`config.mk`:
```
export PLATFORM = sky130hd
export DESIGN_NAME = hdlc_frame_rx
export DESIGN_NICKNAME = d
export VERILOG_FILES = /design/src/rtl/hdlc_rx_pkg.sv /design/src/rtl/hdlc_rx_bitproc.sv /design/src/rtl/hdlc_rx_buf.sv /design/src/rtl/hdlc_frame_rx.sv
export SDC_FILE = /design/constraint.sdc
export NUM_CORES = 1
export LEC_CHECK = 0
export ABC_AREA = 1
export BUFFER_PORTS_ARGS = -buffer_cell sky130_fd_sc_hd__buf_2
export CAP_MARGIN = 10
export CORE_ASPECT_RATIO = 1.75
export CORE_UTILIZATION = 65
export CTS_CLUSTER_DIAMETER = 120
export CTS_CLUSTER_SIZE = 14
export DETAILED_ROUTE_END_ITERATION = 6
export PLACE_DENSITY = 0.84
export SLEW_MARGIN = 25
export SYNTH_ARGS = -nofsm -noshare
export SYNTH_HDL_FRONTEND = slang
export SYNTH_HIERARCHICAL = 1
export SYNTH_SLANG_ARGS = --single-unit
```
`constraint.sdc`:
```
create_clock -name clk -period 3.5 [get_ports clk]
set_input_delay 0 -clock clk [delete_from_list [all_inputs] [get_ports clk]]
set_output_delay 0 -clock clk [all_outputs]
set_load 0.005 [all_outputs]
```
`src/rtl/hdlc_rx_pkg.sv`:
```
package hdlc_rx_pkg;

    localparam logic [15:0] CRC_INIT = 16'hFFFF;
    localparam logic [15:0] CRC_GOOD = 16'hF0B8;
    localparam logic [15:0] CRC_POLY = 16'h8408;

    typedef struct packed {
        logic [7:0] data;
        logic       eof;
        logic       crc_err;
        logic       ovr;
    } entry_t;

    // byte-wide update of the reflected CRC-16, LSB first
    function automatic logic [15:0] crc_byte(input logic [15:0] c, input logic [7:0] b);
        logic [15:0] r;
        r = c;
        for (int i = 0; i < 8; i++) begin
            if (r[0] ^ b[i]) r = (r >> 1) ^ CRC_POLY;
            else             r = r >> 1;
        end
        return r;
    endfunction

endpackage

```
`src/rtl/hdlc_rx_bitproc.sv`:
```
module hdlc_rx_bitproc
    import hdlc_rx_pkg::*;
(
    input  logic   clk,
    input  logic   rst_n,
    input  logic   rxd,
    output logic   push,
    output entry_t push_e,
    output logic   hunt,
    output logic   sync_pulse,
    output logic   ext_evt
);
    typedef struct packed {
        logic [2:0]  ones;
        logic        hunt;
        logic [7:0]  shift;
        logic [2:0]  bcnt;
        logic [7:0]  hold;
        logic        hold_vld;
        logic [15:0] crc;
        logic        sync;
        logic        ext;
        logic        push;
        entry_t      push_e;
    } st_t;

    st_t q, n;
    logic       do_bit, bval;
    logic [7:0] byte_w;

    always_comb begin
        n        = q;
        n.sync   = 1'b0;
        n.ext    = 1'b0;
        n.push   = 1'b0;
        n.push_e = '0;
        do_bit   = 1'b0;
        bval     = 1'b0;
        byte_w   = {rxd, q.shift[7:1]};
        if (rxd) begin
            n.ones = (q.ones == 3'd7) ? 3'd7 : q.ones + 3'd1;
            if (q.ones == 3'd6) begin
                // seventh one in a row: abort
                if (!q.hunt) n.ext = 1'b1;
                n.hunt     = 1'b1;
                n.hold_vld = 1'b0;
                n.bcnt     = '0;
                n.crc      = CRC_INIT;
            end else if (q.ones < 3'd5 && !q.hunt) begin
                do_bit = 1'b1;
                bval   = 1'b1;
            end
        end else begin
            n.ones = '0;
            if (q.ones == 3'd6) begin
                // flag found
                n.sync = 1'b1;
                if (q.hunt) begin
                    n.hunt = 1'b0;
                    n.ext  = 1'b1;
                end else if (q.hold_vld) begin
                    n.push           = 1'b1;
                    n.push_e.data    = q.hold;
                    n.push_e.eof     = 1'b1;
                    n.push_e.crc_err = (q.crc != CRC_GOOD) || (q.bcnt != 3'd6);
                end
                n.hold_vld = 1'b0;
                n.bcnt     = '0;
                n.crc      = CRC_INIT;
            end else if (q.ones != 3'd5 && q.ones != 3'd7 && !q.hunt) begin
                do_bit = 1'b1;
                bval   = 1'b0;
            end
        end
        if (do_bit) begin
            byte_w  = {bval, q.shift[7:1]};
            n.shift = byte_w;
            n.bcnt  = q.bcnt + 3'd1;
            if (q.bcnt == 3'd7) begin
                if (q.hold_vld) begin
                    n.push        = 1'b1;
                    n.push_e.data = q.hold;
                end
                n.hold     = byte_w;
                n.hold_vld = 1'b1;
                n.crc      = crc_byte(q.crc, byte_w);
            end
        end
    end

    always_ff @(posedge clk or negedge rst_n) begin
        if (!rst_n) begin
            q      <= '0;
            q.hunt <= 1'b1;
            q.ones <= 3'd7;
            q.crc  <= CRC_INIT;
        end else begin
            q <= n;
        end
    end

    assign push       = q.push;
    assign push_e     = q.push_e;
    assign hunt       = q.hunt;
    assign sync_pulse = q.sync;
    assign ext_evt    = q.ext;

    p_sync_single_r3: assert property (@(posedge clk) disable iff (!rst_n)
        q.sync |=> !q.sync);
    p_ext_on_change_r2: assert property (@(posedge clk) disable iff (!rst_n)
        (q.hunt != $past(q.hunt)) |-> q.ext);
    p_hunt_quiet_r8: assert property (@(posedge clk) disable iff (!rst_n)
        (q.hunt && $past(q.hunt)) |-> !q.push);

endmodule

```
`src/rtl/hdlc_rx_buf.sv`:
```
module hdlc_rx_buf
    import hdlc_rx_pkg::*;
#(
    parameter int DEPTH = 4
) (
    input  logic       clk,
    input  logic       rst_n,
    input  logic       push,
    input  entry_t     push_e,
    input  logic [1:0] int_mode,
    input  logic       rd,
    input  logic       err_reset,
    input  logic       arm_next,
    output entry_t     head,
    output logic       byte_valid,
    output logic       irq,
    output logic       dreq,
    output logic       locked
);
    localparam int AW = (DEPTH > 2) ? $clog2(DEPTH) : 1;
    localparam int CW = $clog2(DEPTH + 1);

    typedef struct packed {
        entry_t [DEPTH-1:0] mem;
        logic [AW-1:0]      rptr;
        logic [AW-1:0]      wptr;
        logic [CW-1:0]      cnt;
        logic               ovr_pend;
        logic               lock;
        logic               special;
        logic               armed;
    } st_t;

    st_t    q, n;
    logic   pop, acc;
    entry_t e;

    function automatic logic [AW-1:0] nxt(input logic [AW-1:0] p);
        return (p == AW'(DEPTH - 1)) ? '0 : p + AW'(1);
    endfunction

    assign head       = q.mem[q.rptr];
    assign byte_valid = (q.cnt != '0) && !q.lock;
    assign pop        = rd && byte_valid;

    always_comb begin
        n   = q;
        acc = 1'b0;
        e   = push_e;
        if (pop) begin
            n.rptr  = nxt(q.rptr);
            n.armed = 1'b0;
            if (head.eof || head.ovr) begin
                n.lock    = 1'b1;
                n.special = 1'b1;
            end
        end
        if (push) begin
            if (q.cnt == CW'(DEPTH) && !pop) begin
                n.ovr_pend = 1'b1;
            end else begin
                acc            = 1'b1;
                e.ovr          = push_e.ovr | q.ovr_pend;
                n.mem[q.wptr]  = e;
                n.ovr_pend     = 1'b0;
                n.wptr         = nxt(q.wptr);
            end
        end
        if (acc && !pop)      n.cnt = q.cnt + CW'(1);
        else if (!acc && pop) n.cnt = q.cnt - CW'(1);
        if (err_reset) begin
            n.lock    = 1'b0;
            n.special = 1'b0;
        end
        if (arm_next) n.armed = 1'b1;
    end

    always_ff @(posedge clk or negedge rst_n) begin
        if (!rst_n) begin
            q       <= '0;
            q.armed <= 1'b1;
        end else begin
            q <= n;
        end
    end

    always_comb begin
        irq  = 1'b0;
        dreq = 1'b0;
        unique case (int_mode)
            2'b01: begin
                irq  = q.special || (q.armed && byte_valid);
                dreq = !q.armed && byte_valid;
            end
            2'b10: irq = q.special || byte_valid;
            2'b11: begin
                irq  = q.special;
                dreq = byte_valid;
            end
            default: ;
        endcase
    end

    assign locked = q.lock;

    p_no_overflow_r13: assert property (@(posedge clk) disable iff (!rst_n)
        q.cnt <= CW'(DEPTH));
    p_lock_holds_r7: assert property (@(posedge clk) disable iff (!rst_n)
        (q.lock && !err_reset) |=> q.lock);
    p_first_disarm_r10: assert property (@(posedge clk) disable iff (!rst_n)
        (pop && !arm_next) |=> !q.armed);

endmodule

```
`src/rtl/hdlc_frame_rx.sv`:
```
module hdlc_frame_rx
    import hdlc_rx_pkg::*;
#(
    parameter int DEPTH = 4
) (
    input  logic       clk,
    input  logic       rst_n,
    input  logic       rxd,
    input  logic [1:0] int_mode,
    input  logic       rd,
    input  logic       err_reset,
    input  logic       arm_next,
    output logic [7:0] rx_byte,
    output logic       byte_valid,
    output logic       byte_eof,
    output logic       byte_crc_err,
    output logic       byte_ovr,
    output logic       hunt,
    output logic       sync_pulse,
    output logic       ext_evt,
    output logic       irq,
    output logic       dreq,
    output logic       locked
);
    logic   push;
    entry_t push_e;
    entry_t head;

    hdlc_rx_bitproc u_bit (
        .clk        (clk),
        .rst_n      (rst_n),
        .rxd        (rxd),
        .push       (push),
        .push_e     (push_e),
        .hunt       (hunt),
        .sync_pulse (sync_pulse),
        .ext_evt    (ext_evt)
    );

    hdlc_rx_buf #(.DEPTH(DEPTH)) u_buf (
        .clk        (clk),
        .rst_n      (rst_n),
        .push       (push),
        .push_e     (push_e),
        .int_mode   (int_mode),
        .rd         (rd),
        .err_reset  (err_reset),
        .arm_next   (arm_next),
        .head       (head),
        .byte_valid (byte_valid),
        .irq        (irq),
        .dreq       (dreq),
        .locked     (locked)
    );

    assign rx_byte      = head.data;
    assign byte_eof     = head.eof;
    assign byte_crc_err = head.crc_err;
    assign byte_ovr     = head.ovr;

    p_mode0_silent_r12: assert property (@(posedge clk) disable iff (!rst_n)
        (int_mode == 2'b00) |-> (!irq && !dreq));

endmodule

```
# --- Word level (Yosys, flattened, before mapping) ---
# Cells that the tools add are included.
totals:
  wordCells: 172
  out_inout_bits: 18
  input_bits: 8
  ff_bits: 108
classes:
  magnitude_cmp: 4
  n_addsub: 6
  mux: 67
  eq_ne: 13
  reduce_logical: 29
  n_bitwise: 17
op_table:
  columns: ["cell", "count"]
  rows:
  - ["two-way mux 16 bit", 22]
  - ["two-way mux 11 bit", 5]
  - ["bitwise mux 44 bit", 1]
  - ["two-way mux 17 bit", 2]
  - ["two-way mux 30 bit", 1]
  - ["two-way mux 28 bit", 1]
  - ["two-way mux 9 bit", 3]
  - ["two-way mux 25 bit", 1]
  - ["NOT 2 -> 3 bit", 8]
  - ["binary-select mux 11 bit (select 2 bit)", 1]
  - ["demux 11 bit (select 2 bit)", 1]
  - ["two-way mux 1 bit", 17]
  - ["inequality test 16 bit (second input constant)", 1]
  - ["two-way mux 3 bit", 5]
  - ["equality test 3 bit (second input constant)", 4]
  - ["logical AND 1 bit", 11]
  - ["nonzero test 2 bit", 5]
  - ["adder 3 x 1 -> 3 bit (second input constant)", 3]
  - ["inequality test 3 bit (second input constant)", 3]
  - ["equality test 2 bit (second input constant)", 4]
  - ["two-way mux 2 bit", 4]
  - ["bitwise XOR 1 bit", 8]
  - ["< comparator 2 x 3 -> 1 bit (second input constant)", 2]
  - ["AND reduction 2 bit", 3]
  - ["other kinds (12)", 20]

# --- Depth between registers and ports, before layout ---
# Gate-level depths: netlist (run 1).
logic_depth:
  depth_word: 35
  ltp_mapped: 12
  depth_no_buf: 11

# --- Modules after synthesis ---
# The synthesis (run 1) kept the hierarchy.
by_module_without_submodules:
  columns: ["module", "instances", "cells_per_inst", "seq_area_each_um2", "area_each_um2"]
  rows:
  - ["hdlc_rx_bitproc", 1, 312, 1326.3, 2666.3]
  - ["hdlc_rx_buf", 1, 289, 1352.5, 2657.5]

# --- Worst setup path before layout (run 1) ---
# OpenSTA, ideal clock, no wires.
synth_timing:
  path_kind: "register to register"
  from: "register u_buf/q[4] (netlist bit)"
  to: "register u_buf/q[6] (netlist bit)"
  arrival_time_ns: 1.810
  setup_slack_ns: 1.559
  setup_time_ns: 0.131
  path_stages_with_launch: 12
  synth_period_minus_slack_ns: 1.941
  path_buffers: 0
  required_ns: 3.369
  cell_sequence: "dfrtp_1 -> nor2_2 -> nand2_1 -> nand2_1 -> nor2_4 -> inv_1 -> ha_1 -> inv_1 -> fa_1 -> a21oi_1 -> o21ai_0 -> xor2_1"
synth_between:
  elab_chain_cells: 10
  word_cells_on_any_way: 16
  classes_between: "add/sub (2); eq/ne (1); mux (4); reduce/logical (9)"
synth_rtl:
  columns: ["element", "line_no", "rtl"]
  rows:
  - ["start: declaration", "hdlc_rx_buf.sv:34", "st_t q, n;"]
  - ["start signal: assignment", "hdlc_rx_buf.sv:83", "q <= n;"]
  - ["nonzero test 3 bit", "hdlc_rx_buf.sv:43", "assign byte_valid = (q.cnt != '0) && !q.lock;"]
  - ["logical AND 1 bit", "hdlc_rx_buf.sv:43", null]
  - ["logical AND 1 bit", "hdlc_rx_buf.sv:44", "assign pop = rd && byte_valid;"]
  - ["logical NOT 1 bit", "hdlc_rx_buf.sv:59, hdlc_rx_buf.sv:69", null]
  - ["logical AND 1 bit", "hdlc_rx_buf.sv:59", "if (q.cnt == CW'(DEPTH) && !pop) begin"]
  - ["two-way mux 1 bit", "hdlc_rx_buf.sv:59", null]
  - ["two-way mux 1 bit", "hdlc_rx_buf.sv:58", "if (push) begin"]
  - ["logical NOT 1 bit", "hdlc_rx_buf.sv:70", "else if (!acc && pop) n.cnt = q.cnt - CW'(1);"]
  - ["logical AND 1 bit", "hdlc_rx_buf.sv:70", null]
  - ["nonzero test 2 bit (no line)", null, null]
# Several ways; a longest one is shown, not always the timed one. The select of a mux whose other input is x is not followed.
# A chain may end at the register's enable or synchronous reset.

# --- Worst setup path in the final report (run 1) ---
# Same ends and word-level chain as after synthesis.

==> impl_results.md, run 1 <==
- TNS Setup: 0 ns
- Setup-failing EPs final: 0
- P_leak: 2.82 nW
- Max FO, Critical Path: 7
- Global Route Usage Sum: 0.286
- Min Tclk post-route: 2.14 ns
- Hold Crit Class: in2reg
- Setup Crit Path Kind: reg2reg
- Vias post-DR: 3998
- Post-synthesis net count: 626
- Num rows: 43
- FFs w/ async S/R, synth: 1.00
- Worst skew pair latency: 0.34 ns
- Part of the Yosys area used for sequential elements: 0.503
- Vias/cell: 5.65
- Chip width: 70.4 µm
- Peak supply drop: 0.556 mV
- N_diodes: 0
- Cell Chain, Critical Path: nor2_2 -> nand2_1 -> nand2_1 -> nor2_4 -> inv_1 -> ha_1 -> inv_1 -> fa_1 -> a21oi_1 -> o21ai_0 -> xor2_1
- Gr busiest metal: met2
- Max Fclk: 0.468 GHz
- Clock Skew: 0.00454 ns
- Critical R2R Launch: u_buf/q[4]$_DFFE_PN0P_
- Fin nets: 638
- Core Footprint: 7910 µm²
- Synthesized area per cell: 8.86 µm²
- Post-CTS Resized: 0
- Die Ht: 122 µm
- Switch Pwr: 1.76 mW
- CTS tree: yes
- Final hold vios: 0
- Top_reg_cell synth: dfrtp_1
- Ys Warns: 6
- Hold wc startpoint: rd
- Clk slew on worst S/H paths: 0.07 ns
- Main combinational cell family by area after synthesis: simple AND/OR/NAND/NOR gates
- Synth Register Bits: 106
- Crit path DAT: 2.35 ns
- Vias in the first global route: 4068
- Cts bufs inserted: 9
- Worst-case clock buffer depth: 2
- Initial antenna violation count: 0
- Top cells by count, synth: 143 x nand2_1, 85 x dfrtp_1, 71 x inv_1, 47 x nor2_1, 45 x o21ai_0
- Status: finished, final reports clean
- Slowest-stage cell, CP: dfrtp_1
- Reg power frac: 0.416
- CTS Root Cell: clkbuf_16
- DR WL/cell: 15.7 µm
- Initial core utilization: 0.673
- Ratio of cells with drive above 1 in the final layout: 0.162
- CP required: 3.71 ns
- Share of the synthesized area in the top cell type: 0.400
- CP Launch Type: register
- Final Util: 0.713
- Residual DRC: 0
- DR pass1 iterations: 5
- Final ANT Viol Nets: 0
- First-pass GRT wire length: 18800 µm
- WP buf/inv: 2
- Worst slew margin: 0.461
- Fill cells: 588
- Initial DRC Count: 357
- Routing usage on met1: 0.309
- Pwr dens: 789 nW/µm²
- R2r setup slk: 1.36 ns
- Met2 Use GR: 0.527
- Port bufs: 25
- Dominant cell type by area after synthesis: dfrtp_1
- Post-route clock period utilization: 0.611
- Clk sinks: 106
- Max_cap viols: 0
- FF-to-FF path depth: 11
- Worst Tran Pin Value: 0.808 ns
- Mux cell area share after synthesis: 0.00212
- Xor-xnor portion of the synthesized cell area: 0.0181
- RSZ-0062 raised after global routing: no
- Routed WL: 11100 µm
- Synth unique cells: 37
- M3 GR Usage: 0.0471
- Critical Path Sink Type: register
- Hold endpoint: u_buf/q[0]$_DFFE_PN1P_
- Syn Inst Count: 601
- Syn-to-layout area delta: 5.85%
- Largest cells by area after synthesis: dfrtp_1 40%, dfstp_2 10%, nand2_1 10%
- Hpwl dp: 7560 µm
- Logic pwr share: 0.379
- Most common cell in the netlist: nand2_1
- Post-Synthesis Cell Area: 5320 µm²
- Simple-Gate Fraction of Synth Area: 0.204
- Sw frac: 0.395
- RePlAce Congestion: 0.914
- R2r endpoint: u_buf/q[6]$_DFFE_PN0P_
- H-tree depth: 3
- Top delay family on crit path: adder cells
- Internal: 2.69 mW
- Clock Power Share: 0.205
- Crit path largest cell delay: 0.44 ns
- Largest net degree at the start of global routing: 92
- Die footprint: 8570 µm²
- Post-synthesis adder-cell area fraction: 0.0414
- Hold path depth: 4
- GR Overflow Total: 0
- Slew Limit Fails: 0
- I/O pin cnt: 26
- Compound-gate portion of the synthesized area: 0.130
- EDFF count, synth: 0
## worst max-delay path by stage
| stage | start | cells past startpoint | slack [ns] | end |
|---|---|---|---|---|
| after floorplan | u_buf/q[4]$_DFFE_PN0P_ | 11 | 1.56 | u_buf/q[6]$_DFFE_PN0P_ |
| after global placement | u_buf/q[4]$_DFFE_PN0P_ | 11 | 1.46 | u_buf/q[6]$_DFFE_PN0P_ |
| after detailed placement | u_buf/q[4]$_DFFE_PN0P_ | 11 | 1.37 | u_buf/q[6]$_DFFE_PN0P_ |
| after CTS | u_buf/q[4]$_DFFE_PN0P_ | 11 | 1.36 | u_buf/q[6]$_DFFE_PN0P_ |
| after global routing | u_buf/q[4]$_DFFE_PN0P_ | 11 | 1.18 | u_buf/q[6]$_DFFE_PN0P_ |
| final | u_buf/q[4]$_DFFE_PN0P_ | 11 | 1.36 | u_buf/q[6]$_DFFE_PN0P_ |
## cells by family after synthesis
group,count (synthesis)
other,1
flip-flops,106
adder cells (fa/ha/maj),17
XOR/XNOR,11
AND/OR/NAND/NOR,243
buffers and inverters,105
AO/OA/AOI/OAI,117
multiplexers,1
## metal layers
| layer | up-vias | wire length [µm] |
|---|---|---|
| met5 | - | 0 |
| met4 | 0 | 405 |
| met3 | 31 | 369 |
| met2 | 121 | 6260 |
| met1 | 1914 | 4080 |
| li1 | 1932 | - |
## timing repair
| action | CTS | global route |
|---|---|---|
| endpoints found under the hold margin | 77 | 0 |
| hold buffers | 4 | 0 |
| buffers inserted | 0 | 0 |
| endpoints found under the setup margin | 0 | 0 |
## area by class of cell
| class | count | area (µm²) | share of cell area |
|---|---|---|---|
| Timing Repair Buffer | 31 | 186 | 0.0331 |
| Tap cell | 90 | 113 | 0.0200 |
| Multi-Input combinational cell | 390 | 2110 | 0.375 |
| Inverter | 75 | 282 | 0.0500 |
| Sequential cell | 106 | 2680 | 0.475 |
| Clock inverter | 3 | 15.0 | 0.00266 |
| Clock buffer | 13 | 250 | 0.0444 |
## worst reg2reg max path: cells and delay by family (launching register included)
family | cells | cell delay [ns]
flip-flops | 1 | 0.44
AND/OR/NAND/NOR | 4 | 0.51
XOR/XNOR | 1 | 0.15
buffers and inverters | 2 | 0.13
AO/OA/AOI/OAI | 2 | 0.26
adder cells (fa/ha/maj) | 2 | 0.53
## sequential cells by signal, summed over array words and instances, names as in the netlist
signal,flops
u_bit/hunt,1
u_bit/q,38
u_buf/q,53
u_buf/locked,1
u_bit/push_e,10
u_bit/ext_evt,1
u_bit/sync_pulse,1
u_bit/push,1
## stage by stage
stage          power [mW]  instance area [µm²]  hold WS, ns  instances  setup slack [ns]
2_1_floorplan        3.03                 5320       -0.296        601              1.56
3_3_place_gp         3.44                 5330        0.154        688              1.46
3_5_place_dp         3.52                 5330        0.127        688              1.37
4_1_cts              4.46                 5640       0.0545        708              1.36
5_1_grt              4.78                 5640        0.102        708              1.18
6_report             4.44                 5640       0.0632        708              1.36
## cells in the final DEF, fill, tap and decap left out, types with 3 or more instances in the layout
cell	netlist	routed
ha_1	16	16
xor2_1	7	7
a21oi_1	13	13
nand3_1	30	30
clkbuf_16	0	9
buf_2	4	24
nor2_4	5	5
nor4_1	4	4
xnor2_1	4	4
nand3_2	6	6
o21ai_2	14	14
nor2_1	47	47
dfrtp_1	85	85
nand2_1	143	143
inv_2	4	4
dfstp_2	21	21
clkinv_2	0	3
dlygate4sd3_1	0	4
o22ai_1	9	9
clkbuf_1	2	3
o21ai_0	45	45
o21ai_1	30	30
inv_1	71	71
## power by group through the flow
stage / Combinational [mW] / Sequential (mW) / Clock, mW
6_report: 1.69 / 1.85 / 0.909
5_1_grt: 1.91 / 1.88 / 0.989
4_1_cts: 1.68 / 1.84 / 0.935
3_5_place_dp: 1.66 / 1.86 / 0
3_3_place_gp: 1.60 / 1.84 / 0
2_1_floorplan: 1.25 / 1.78 / 0
Power figures use the tool's default switching activity.
==> inputs of run 2 (changes only) <==
--- a/config.mk
+++ b/config.mk
@@ -9,11 +9,11 @@
 export BUFFER_PORTS_ARGS = -buffer_cell sky130_fd_sc_hd__buf_2
 export CAP_MARGIN = 10
 export CORE_ASPECT_RATIO = 1.75
-export CORE_UTILIZATION = 65
+export CORE_UTILIZATION = 55
 export CTS_CLUSTER_DIAMETER = 120
 export CTS_CLUSTER_SIZE = 14
 export DETAILED_ROUTE_END_ITERATION = 6
-export PLACE_DENSITY = 0.84
+export PLACE_DENSITY = 0.76
 export SLEW_MARGIN = 25
 export SYNTH_ARGS = -nofsm -noshare
 export SYNTH_HDL_FRONTEND = slang
==> constraint.sdc (replaced) <==
create_clock -name clk -period 1.8 [get_ports clk]
set_input_delay 0 -clock clk [delete_from_list [all_inputs] [get_ports clk]]
set_output_delay 0 -clock clk [all_outputs]
set_load 0.005 [all_outputs]
==> impl_results.md, run 2 (synthesis results as in run 1) <==
- FF-to-FF path depth: 9 (-2)
- Initial antenna violation count: 0 (unchanged)
- Syn-to-layout area delta: 20.9%
- Setup-failing EPs final: 35 (+35)
- Residual DRC: 0 (unchanged)
- Hpwl dp: 7900 µm (+4.5%)
- I/O pin cnt: 26 (unchanged)
- Final hold vios: 0 (unchanged)
- Crit path DAT: 2.12 ns (-0.23 ns)
- RePlAce Congestion: 0.949 (+3.8%)
- Vias in the first global route: 4239 (+4.2%)
- Fin nets: 683 (+7.1%)
- CTS tree: yes
- Fill cells: 684 (+16%)
- Max FO, Critical Path: 2 (-5)
- Initial DRC Count: 349 (-2.2%)
- H-tree depth: 3 (unchanged)
- First-pass GRT wire length: 19400 µm (+2.9%)
- Clk slew on worst S/H paths: 0.07 ns (about the same)
- Core Footprint: 9410 µm² (+19%)
- Critical R2R Launch: u_buf/q[5]$_DFFE_PN0P_
- Biggest register: u_buf/q
- Max_cap viols: 0 (unchanged)
- CP Launch Type: register
- Final hold slack: 0.131 ns (+0.0681 ns)
- Post-route clock period utilization: 1.05 (+0.439)
- Routed WL: 12500 µm (+13%)
- Status: complete, but fails checks
- Num rows: 47 (+9.3%)
- Cts bufs inserted: 9 (unchanged)
- Hold Crit Class: in2reg
- Die footprint: 10100 µm² (+18%)
- Global Route Usage Sum: 0.245 (-0.0402)
- R2r setup slk: -0.09 ns (-1.45 ns)
- Critical path launch point: u_buf/q[5]$_DFFE_PN0P_
- Port bufs: 25 (unchanged)
- P_leak: 3.17 nW (+12%)
- Pwr dens: 1480 nW/µm² (+88%)
- Max Fclk: 0.530 GHz (+13%)
- Max reg flops: 53 (unchanged)
- Chip width: 76.4 µm (+8.5%)
- CTS Root Cell: clkbuf_16
- Largest net degree at the start of global routing: 47 (-49%)
- RSZ-0062 raised after global routing: yes
- Worst-case clock buffer depth: 2 (unchanged)
- Clk sinks: 106 (unchanged)
- Cell Count, Final, Fillers Out: 784 (+11%)
- DR WL/cell: 16.0 µm (+1.8%)
- Slew Limit Fails: 0 (unchanged)
- N_diodes: 0 (unchanged)
- Crit path to: u_buf/q[5]$_DFFE_PN0P_
- Final ANT Viol Nets: 0 (unchanged)
- Dpl cells: 746 (+8.4%)
- GR Overflow Total: 0 (unchanged)
- Setup Crit Path Kind: reg2reg
- Worst Tran Pin Value: 0.611 ns (-0.197 ns)
- Critical Path Sink Type: register
- Most used cells in the layout excluding fill and tap cells: 127 x nand2_1, 84 x dfrtp_1, 63 x inv_1, 37 x nor2_1, 36 x o21ai_0
- DP Area: 5610 µm² (+5.2%)
- Die Ht: 132 µm (+8.6%)
- Final instance area: 6440 µm² (+14%)
- Commonest non-fill, non-tap cell in the layout: nand2_1
- Peak supply drop: 1.04 mV (+87%)
- Initial core utilization: 0.566 (-0.107)
- Ratio of cells with drive above 1 in the final layout: 0.308 (+0.146)
- Worst slew margin: 0.592 (+0.131)
- Vias/cell: 5.46 (-3.2%)
- Failing checks: negative setup slack
- DR pass1 iterations: 5 (unchanged)
- Clock Skew: 0.00868 ns (+0.00414 ns)
- Final worst slack: -0.0884 ns (-1.45 ns)
- CP required: 2.03 ns (-1.68 ns)
- Vias post-DR: 4284 (+7.2%)
- R2r endpoint: u_buf/q[5]$_DFFE_PN0P_
- Min Tclk post-route: 1.89 ns (-0.249 ns)
- Worst skew pair latency: 0.35 ns (about the same)
==> run 2: worst min-delay path by stage <==
| stage | from | endpoint | cells past startpoint |
|---|---|---|---|
| final | rd | u_buf/q[0]$_DFFE_PN1P_ | 5 |
| after global routing | rd | u_buf/q[0]$_DFFE_PN1P_ | 5 |
| after CTS | rd | u_buf/q[0]$_DFFE_PN1P_ | 5 |
| after detailed placement | rst_n | u_buf/q[6]$_DFFE_PN0P_ | 1 |
| after global placement | rst_n | u_buf/locked$_DFFE_PN0P_ | 1 |
| after floorplan | rst_n | u_bit/ext_evt$_DFF_PN0_ | 0 |
==> run 2: what timing repair did <==
action / CTS / global route
endpoints found under the hold margin: 40 / 0
pin swaps: 9 / 18
gates resized for setup: 16 / 68
setup endpoints to repair: 21 / 42
buffers inserted: 8 / 9
hold buffers: 4 / 0
cloned: 0 / 3
==> run 2: routing by layer <==
metal / track usage / vias to the layer above / part of all wire
li1: - / 2023 / -
met1: 0.260 / 2102 / 0.36
met2: 0.469 / 124 / 0.57
met3: 0.0394 / 35 / 0.030
met4: 0.103 / 0 / 0.035
met5: 0 / - / 0
==> run 2: layout make-up <==
cell class	count	area (µm²)	area share
Timing Repair Buffer	76	658	0.102
Sequential cell	106	2680	0.416
Clock inverter	6	50.0	0.00777
Multi-Input combinational cell	390	2380	0.370
Tap cell	122	153	0.0237
Inverter	75	288	0.0447
Clock buffer	9	225	0.0350
==> run 2: worst max-delay path, stage by stage, from the launching register on <==
cell	delay, ns
dfrtp_1	0.41
nor2_4	0.14
buf_6	0.11
o211ai_4	0.06
nand2_1	0.07
inv_2	0.05
ha_4	0.16
inv_4	0.06
fa_2	0.43
mux2_4	0.28
==> run 2: where the power goes <==
part | total [mW] | leakage [nW] | internal [mW] | switching, mW
Sequential | 3.60 | 1.34 | 3.07 | 0.521
Combinational | 4.09 | 1.70 | 1.66 | 2.43
Clock | 1.85 | 0.129 | 0.948 | 0.897
==> run 2: per-stage QoR <==
| stage | power, mW | setup WS (ns) | TNS [ns] | util |
|---|---|---|---|---|
| 2_1_floorplan | 5.90 | -0.0598 | -0.115 | - |
| 3_3_place_gp | 6.89 | -0.0442 | -0.0442 | 0.596 |
| 3_5_place_dp | 7.03 | -0.121 | -0.344 | 0.596 |
| 4_1_cts | 9.06 | -0.0153 | -0.0338 | 0.643 |
| 5_1_grt | 10.1 | -0.167 | -3.64 | 0.684 |
| 6_report | 9.53 | -0.0884 | -1.15 | 0.684 |
